[src/rtl/smon_pkg.sv]
// Shared constants and field helpers for the serial monitor port.
// Assumes word bit k is stored at vector index k, with the lowest
// numbered bit of every field being its most significant bit.
package smon_pkg;
    localparam int WORD_W  = 25;
    localparam int OP_W    = 3;
    localparam int ADDR_W  = 8;
    localparam int DATA_W  = 13;
    localparam int OP_LO   = 1;
    localparam int ADDR_LO = OP_LO + OP_W;
    localparam int DATA_LO = ADDR_LO + ADDR_W;

    localparam int ST_PAR = 0;
    localparam int ST_ILL = 1;
    localparam int ST_RNG = 2;

    localparam logic [OP_W-1:0] OP_NOOP  = 3'b000;
    localparam logic [OP_W-1:0] OP_ECHO  = 3'b001;
    localparam logic [OP_W-1:0] OP_WRITE = 3'b010;
    localparam logic [OP_W-1:0] OP_READ  = 3'b011;
    localparam logic [OP_W-1:0] OP_RSTAT = 3'b100;

    // Extract the opcode, MSB at the lowest word bit.
    function automatic logic [OP_W-1:0] get_op(input logic [WORD_W-1:0] w);
        logic [OP_W-1:0] r;
        for (int i = 0; i < OP_W; i++) r[OP_W-1-i] = w[OP_LO+i];
        return r;
    endfunction

    // Extract the address field.
    function automatic logic [ADDR_W-1:0] get_addr(input logic [WORD_W-1:0] w);
        logic [ADDR_W-1:0] r;
        for (int i = 0; i < ADDR_W; i++) r[ADDR_W-1-i] = w[ADDR_LO+i];
        return r;
    endfunction

    // Extract the data field.
    function automatic logic [DATA_W-1:0] get_data(input logic [WORD_W-1:0] w);
        logic [DATA_W-1:0] r;
        for (int i = 0; i < DATA_W; i++) r[DATA_W-1-i] = w[DATA_LO+i];
        return r;
    endfunction

    // Build a response: instruction word with a new data field and odd parity.
    function automatic logic [WORD_W-1:0] mk_resp(input logic [WORD_W-1:0] w,
                                                  input logic [DATA_W-1:0] d);
        logic [WORD_W-1:0] r;
        r = w;
        for (int i = 0; i < DATA_W; i++) r[DATA_LO+i] = d[DATA_W-1-i];
        r[0] = ~^r[WORD_W-1:1];
        return r;
    endfunction
endpackage

[src/rtl/smon_sync.sv]
// Multi-bit two-stage synchronizer. Each bit is treated independently;
// assumes inputs are slow relative to clk, so no bus coherency is needed.
module smon_sync #(
    parameter int W = 1
) (
    input  logic         clk,
    input  logic         rst_n,
    input  logic [W-1:0] d,
    output logic [W-1:0] q
);
    logic [W-1:0] meta_q;

    // Two flops in series toward the system domain.
    always_ff @(posedge clk) begin
        if (!rst_n) begin
            meta_q <= '0;
            q      <= '0;
        end else begin
            meta_q <= d;
            q      <= meta_q;
        end
    end
endmodule

[src/rtl/smon_shift.sv]
// Instruction and response shift registers. On a shift pulse the new bit
// enters at index 0 and the response moves toward index W-1, which drives
// the serial output. A load has priority over a shift.
module smon_shift #(
    parameter int W = 25
) (
    input  logic         clk,
    input  logic         rst_n,
    input  logic         shift_en,
    input  logic         din,
    input  logic         load_en,
    input  logic [W-1:0] load_word,
    output logic [W-1:0] ir_q,
    output logic         dout
);
    logic [W-1:0] resp_q;

    // Instruction register: shift the sampled data bit in.
    always_ff @(posedge clk) begin
        if (!rst_n)        ir_q <= '0;
        else if (shift_en) ir_q <= {ir_q[W-2:0], din};
    end

    // Response register: load after execution, otherwise shift out.
    always_ff @(posedge clk) begin
        if (!rst_n)        resp_q <= '0;
        else if (load_en)  resp_q <= load_word;
        else if (shift_en) resp_q <= {resp_q[W-2:0], 1'b0};
    end

    assign dout = resp_q[W-1];
endmodule

[src/rtl/smon_exec.sv]
// Command decoder and executor with the application register bank and the
// sticky status register. Acts only on a one-cycle go pulse. Assumes NREG
// is a power of two, at least 2, and no larger than 2**ADDR_W.
module smon_exec
    import smon_pkg::*;
#(
    parameter int NREG = 8
) (
    input  logic                     clk,
    input  logic                     rst_n,
    input  logic                     go,
    input  logic [WORD_W-1:0]        word,
    output logic [WORD_W-1:0]        resp_word,
    output logic                     resp_vld,
    output logic [NREG*DATA_W-1:0]   app_flat,
    output logic [DATA_W-1:0]        stat_q
);
    localparam int IDX_W = $clog2(NREG);

    logic [OP_W-1:0]   op;
    logic [ADDR_W-1:0] addr;
    logic [DATA_W-1:0] data;
    logic [IDX_W-1:0]  idx;
    logic              par_ok;
    logic              in_range;
    logic              wr_en;
    logic [DATA_W-1:0] rdata;
    logic [DATA_W-1:0] rd_reg;
    logic [DATA_W-1:0] stat_n;

    assign op       = get_op(word);
    assign addr     = get_addr(word);
    assign data     = get_data(word);
    assign idx      = addr[IDX_W-1:0];
    assign par_ok   = ^word;
    assign in_range = (addr[ADDR_W-1:IDX_W] == '0);

    // Select the addressed register for a read.
    always_comb begin
        rd_reg = app_flat[idx*DATA_W +: DATA_W];
    end

    // Decode the command into a result, a write enable and the next status.
    always_comb begin
        stat_n = stat_q;
        rdata  = '0;
        wr_en  = 1'b0;
        if (!par_ok) begin
            stat_n[ST_PAR] = 1'b1;
            rdata          = stat_n;
        end else begin
            case (op)
                OP_NOOP:  rdata = stat_q;
                OP_ECHO:  rdata = data;
                OP_WRITE: begin
                    rdata = data;
                    if (in_range) wr_en = 1'b1;
                    else          stat_n[ST_RNG] = 1'b1;
                end
                OP_READ: begin
                    if (in_range) rdata = rd_reg;
                    else          stat_n[ST_RNG] = 1'b1;
                end
                OP_RSTAT: begin
                    rdata  = stat_q;
                    stat_n = '0;
                end
                default:  stat_n[ST_ILL] = 1'b1;
            endcase
        end
    end

    // Status update and response capture on execution.
    always_ff @(posedge clk) begin
        if (!rst_n) begin
            stat_q    <= '0;
            resp_word <= '0;
            resp_vld  <= 1'b0;
        end else begin
            resp_vld <= go;
            if (go) begin
                stat_q    <= stat_n;
                resp_word <= mk_resp(word, rdata);
            end
        end
    end

    // One storage word per application register.
    for (genvar g = 0; g < NREG; g++) begin : g_reg
        logic [DATA_W-1:0] r_q;

        // Write the data field when this register is addressed.
        always_ff @(posedge clk) begin
            if (!rst_n)                                   r_q <= '0;
            else if (go && wr_en && idx == IDX_W'(g))      r_q <= data;
        end

        assign app_flat[g*DATA_W +: DATA_W] = r_q;
    end
endmodule

[src/rtl/smon_port.sv]
// Serial monitor command port top. Synchronizes the serial pins, detects
// rising shift-clock edges and the release of select, and runs one command
// the cycle after each release. Assumes mon_sclk is at most half the clk rate.
module smon_port
    import smon_pkg::*;
#(
    parameter int NREG = 8
) (
    input  logic                   clk,
    input  logic                   rst_n,
    input  logic                   mon_sclk,
    input  logic                   mon_sel,
    input  logic                   mon_din,
    input  logic                   mon_mode,
    output logic                   mon_dout,
    output logic [NREG*DATA_W-1:0] app_regs
);
    logic [3:0]        sync_q;
    logic              mode_s, sel_s, sclk_s, din_s;
    logic              sclk_d, sel_d;
    logic              shift_en, sel_fall, go;
    logic [WORD_W-1:0] ir_q;
    logic [WORD_W-1:0] resp_word;
    logic              resp_vld;
    logic [DATA_W-1:0] stat_q;

    smon_sync #(.W(4)) u_sync (
        .clk   (clk),
        .rst_n (rst_n),
        .d     ({mon_mode, mon_sel, mon_sclk, mon_din}),
        .q     (sync_q)
    );

    assign {mode_s, sel_s, sclk_s, din_s} = sync_q;

    // Delayed copies for edge detection.
    always_ff @(posedge clk) begin
        if (!rst_n) begin
            sclk_d <= 1'b0;
            sel_d  <= 1'b0;
        end else begin
            sclk_d <= sclk_s;
            sel_d  <= sel_s;
        end
    end

    assign shift_en = sclk_s & ~sclk_d & sel_s & mode_s;
    assign sel_fall = sel_d & ~sel_s & mode_s;

    // Execution pulse one cycle after the detected release.
    always_ff @(posedge clk) begin
        if (!rst_n) go <= 1'b0;
        else        go <= sel_fall;
    end

    smon_shift #(.W(WORD_W)) u_shift (
        .clk       (clk),
        .rst_n     (rst_n),
        .shift_en  (shift_en),
        .din       (din_s),
        .load_en   (resp_vld),
        .load_word (resp_word),
        .ir_q      (ir_q),
        .dout      (mon_dout)
    );

    smon_exec #(.NREG(NREG)) u_exec (
        .clk       (clk),
        .rst_n     (rst_n),
        .go        (go),
        .word      (ir_q),
        .resp_word (resp_word),
        .resp_vld  (resp_vld),
        .app_flat  (app_regs),
        .stat_q    (stat_q)
    );
endmodule

[config.mk]
export PLATFORM = sky130hd
export DESIGN_NAME = smon_port
export DESIGN_NICKNAME = d
export VERILOG_FILES = /design/src/rtl/smon_pkg.sv /design/src/rtl/smon_sync.sv /design/src/rtl/smon_shift.sv /design/src/rtl/smon_exec.sv /design/src/rtl/smon_port.sv
export SDC_FILE = /design/constraint.sdc
export NUM_CORES = 1
export LEC_CHECK = 0
export ABC_AREA = 1
export ABC_CLOCK_PERIOD_IN_PS = 3400
export CELL_PAD_IN_SITES_DETAIL_PLACEMENT = 2
export CELL_PAD_IN_SITES_GLOBAL_PLACEMENT = 2
export CORE_MARGIN = 8
export CORE_UTILIZATION = 32
export DETAILED_ROUTE_END_ITERATION = 8
export GPL_TIMING_DRIVEN = 1
export PLACE_DENSITY = 0.85
export SYNTH_ARGS = -nofsm -noshare
export SYNTH_HDL_FRONTEND = slang
export SYNTH_HIERARCHICAL = 1
export SYNTH_SLANG_ARGS = --single-unit
[constraint.sdc]
create_clock -name clk -period 3.4 [get_ports clk]
set_input_delay 0.34 -clock clk [delete_from_list [all_inputs] [get_ports clk]]
set_output_delay 0.34 -clock clk [all_outputs]
set_load 0.03 [all_outputs]
==> Flow_metrics.wiki <==
{| class="wikitable"
! Metric !! Value
|-
| FMAX || 315 MHz
|-
| Highest fanout seen on the critical path || 16
|-
| Worst rel slew slack || 27.9%
|-
| Global-route wire length before repair || 59.3 mm
|-
| Average cell area after synthesis || 7.08 µm²
|-
| Starting utilization of the core area || 32.7%
|-
| Worst Path Required || 3760 ps
|-
| Final hold viol count || 0
|-
| HPWL Detailed || 25.2 mm
|-
| Worst voltage drop across the vdd grid || 0.306 mV
|-
| Hold WS || 368 ps
|-
| Critical path start-end classification || register to register
|-
| Via count of the routed design || 9,429
|-
| Total wire length after detailed routing || 37.3 mm
|-
| RSZ-0062 raised after global routing || yes
|-
| Crit path setup slack, layout || 228 ps
|-
| Element type at the critical path start || register
|-
| Power per unit of standard cell area || 396 nW/µm²
|-
| Static leakage power || 4.67 nW
|-
| CTS Buffer Depth || 2
|-
| Final setup vio count || 0
|-
| Area of the die || 35,100 µm²
|-
| Routed WL per cell || 20.8 µm
|-
| Tightest Pin Transition || 1080 ps
|-
| Pin count of the biggest net entering global routing || 60
|-
| Status || finished clean
|-
| Max-slew violation total from the final report || 0
|-
| Count of port buffers added during placement || 110
|-
| Minimum setup slack among reg-to-reg paths || 230 ps
|-
| Vias in the first global route || 10,400
|-
| I/O pin total || 111
|-
| Number of nets in the layout || 1,418
|-
| Cells on worst reg2reg path || 16
|-
| Number of CTS-inserted buffers || 17
|-
| Time the final worst path needs with I/O delays and setup || 3170 ps
|-
| Min-delay src || rst_n
|-
| CTS sink cnt || 194
|-
| Total gr overflow || 0
|-
| DR pass1 iterations || 5
|-
| Number of levels the H-tree was split into || 4
|-
| Netlist area before placement || 9400 µm²
|-
| Fillcell total || 3,347
|-
| Clock insertion delay at the later pin of the skew report || 450 ps
|-
| Number of placement rows || 62
|-
| Synth Warn # || 6
|-
| Synthesized netlist cell count || 1,328
|-
| Reg-to-reg startpoint || u_shift/ir_q[2]$_SDFFE_PN0P_
|-
| Worst clock skew || 20.6 ps
|-
| Global placer's final weighted congestion || 0.815
|-
| Synthesized netlist net count || 1,344
|-
| Residual DRC count || 0
|-
| Most common cell after layout, fill and taps aside || sky130_fd_sc_hd__nand2_1
|-
| 1st-iter DRT viols || 575
|-
| TritonCTS clock tree || yes
|-
| Hold EP || u_sync/meta_q[1]$_SDFF_PN0_
|-
| Post-CTS Hold Fix Bufs || 0
|-
| # Max-Cap Violations || 0
|-
| GRT Resource Usage Total || 20.9%
|-
| Fraction of final layout cells sized beyond drive strength 1 || 9.33%
|-
| Post-Route Setup TNS || 0 ps
|-
| Total power || 4.49 mW
|-
| Pre-CTS WS || 290 ps
|-
| Highest-count cells in the layout ignoring fill and taps || 238 x sky130_fd_sc_hd__nand2_1, 190 x sky130_fd_sc_hd__dfxtp_1, 164 x sky130_fd_sc_hd__inv_1, 162 x sky130_fd_sc_hd__o21ai_0, 124 x sky130_fd_sc_hd__nor2_1
|-
| CTS clk-pin slew, worst paths || 90 ps
|-
| R2r endpoint || u_exec/g_reg[3].r_q[4]$_SDFFE_PN0P_
|-
| Root Buffer Master || sky130_fd_sc_hd__clkbuf_16
|-
| Height of the die || 187 µm
|-
| Remaining antenna violation count || 0
|-
| Core area || 28,800 µm²
|-
| Die X-Extent || 187 µm
|-
| Utilization after layout || 39.3%
|-
| ANT cells || 0
|-
| Min-delay worst type || primary input to register
|-
| Worst EP arrival || 3530 ps
|-
| Avg Vias per Cell || 5.24
|-
| Worst hold path depth || 3
|-
| Layout overhead on the synthesized area || 20.5%
|-
| Initial antenna violation count || 0
|-
| Fraction of the cycle the final worst path needs || 93.3%
|-
| Critical Path Sink Type || register
|}
-- power by group --
part | internal, mW | leakage [nW] | switching (mW)
Sequential | 2.28 | 1.57 | 0.00404
Clock | 0.997 | 0.286 | 1.09
Combinational | 0.0365 | 2.82 | 0.0858
-- metrics by stage --
stage	area (µm²)	std cells
after global routing	11300	1799
final	11300	1799
after detailed placement	10700	1767
after global placement	10700	1767
after CTS	11300	1799
after floorplan	9400	1328
-- cell type report --
type / instances / area [µm²] / share of cell area (%)
clock buffer: 18 / 429 / 3.79
clock inverter: 14 / 159 / 1.40
inverter: 180 / 678 / 5.99
multi-input combinational: 871 / 4360 / 38.5
sequential: 194 / 3890 / 34.3
tap: 384 / 480 / 4.24
timing repair buffer: 138 / 1330 / 11.7
-- registers in the layout (all words and copies together), names as in the netlist --
| register | flops |
|---|---|
| u_exec/stat_q | 3 |
| u_exec/resp_word | 25 |
| u_exec/g.r_q | 104 |
| sclk_d | 1 |
| u_exec/resp_vld | 1 |
| u_shift/ir_q | 25 |
| u_sync/q | 4 |
| u_shift/resp_q | 25 |
| sel_d | 1 |
| u_sync/meta_q | 4 |
| go | 1 |
-- how the worst max path moves through the flow --
stage                                  start                              endpoint  slack [ps]  cells after the start
6_report        u_shift/ir_q[2]$_SDFFE_PN0P_   u_exec/g_reg[3].r_q[4]$_SDFFE_PN0P_         230                     16
5_1_grt         u_shift/ir_q[2]$_SDFFE_PN0P_  u_exec/g_reg[1].r_q[12]$_SDFFE_PN0P_         -30                     18
4_1_cts         u_shift/ir_q[3]$_SDFFE_PN0P_   u_exec/g_reg[3].r_q[4]$_SDFFE_PN0P_         140                     16
3_5_place_dp    u_shift/ir_q[2]$_SDFFE_PN0P_  u_exec/g_reg[3].r_q[11]$_SDFFE_PN0P_         290                     16
3_3_place_gp    u_shift/ir_q[2]$_SDFFE_PN0P_  u_exec/g_reg[3].r_q[10]$_SDFFE_PN0P_         550                     18
2_1_floorplan  u_shift/ir_q[10]$_SDFFE_PN0P_   u_exec/g_reg[5].r_q[5]$_SDFFE_PN0P_         530                     19
-- what timing repair did --
action	in CTS	in global routing
gates resized for setup	0	4
endpoints found under the setup margin	0	40
buffers inserted	0	0
-- critical path: stages (launching register included) --
cell and delay (ps):
sky130_fd_sc_hd__dfxtp_2 390, sky130_fd_sc_hd__inv_1 100, sky130_fd_sc_hd__ha_1 350, sky130_fd_sc_hd__xnor2_1 170, sky130_fd_sc_hd__nand2_1 100, sky130_fd_sc_hd__nand3_1 90
sky130_fd_sc_hd__nand2_1 80, sky130_fd_sc_hd__inv_1 60, sky130_fd_sc_hd__nand2_1 70, sky130_fd_sc_hd__nand3_1 200, sky130_fd_sc_hd__nand2_4 130, sky130_fd_sc_hd__nor2_4 150
sky130_fd_sc_hd__nand4_4 230, sky130_fd_sc_hd__nor2_2 480, sky130_fd_sc_hd__buf_12 200, sky130_fd_sc_hd__o21ai_0 90, sky130_fd_sc_hd__a21oi_1 200
-- routing by layer --
layer | track usage, % | up-vias | part of all wire [%]
li1 | - | 4420 | -
met1 | 26.3 | 4762 | 44
met2 | 36.1 | 201 | 50
met3 | 3.41 | 46 | 3.9
met4 | 6.61 | 0 | 2.1
met5 | 0 | - | 0
Power figures use the tool's default switching activity.
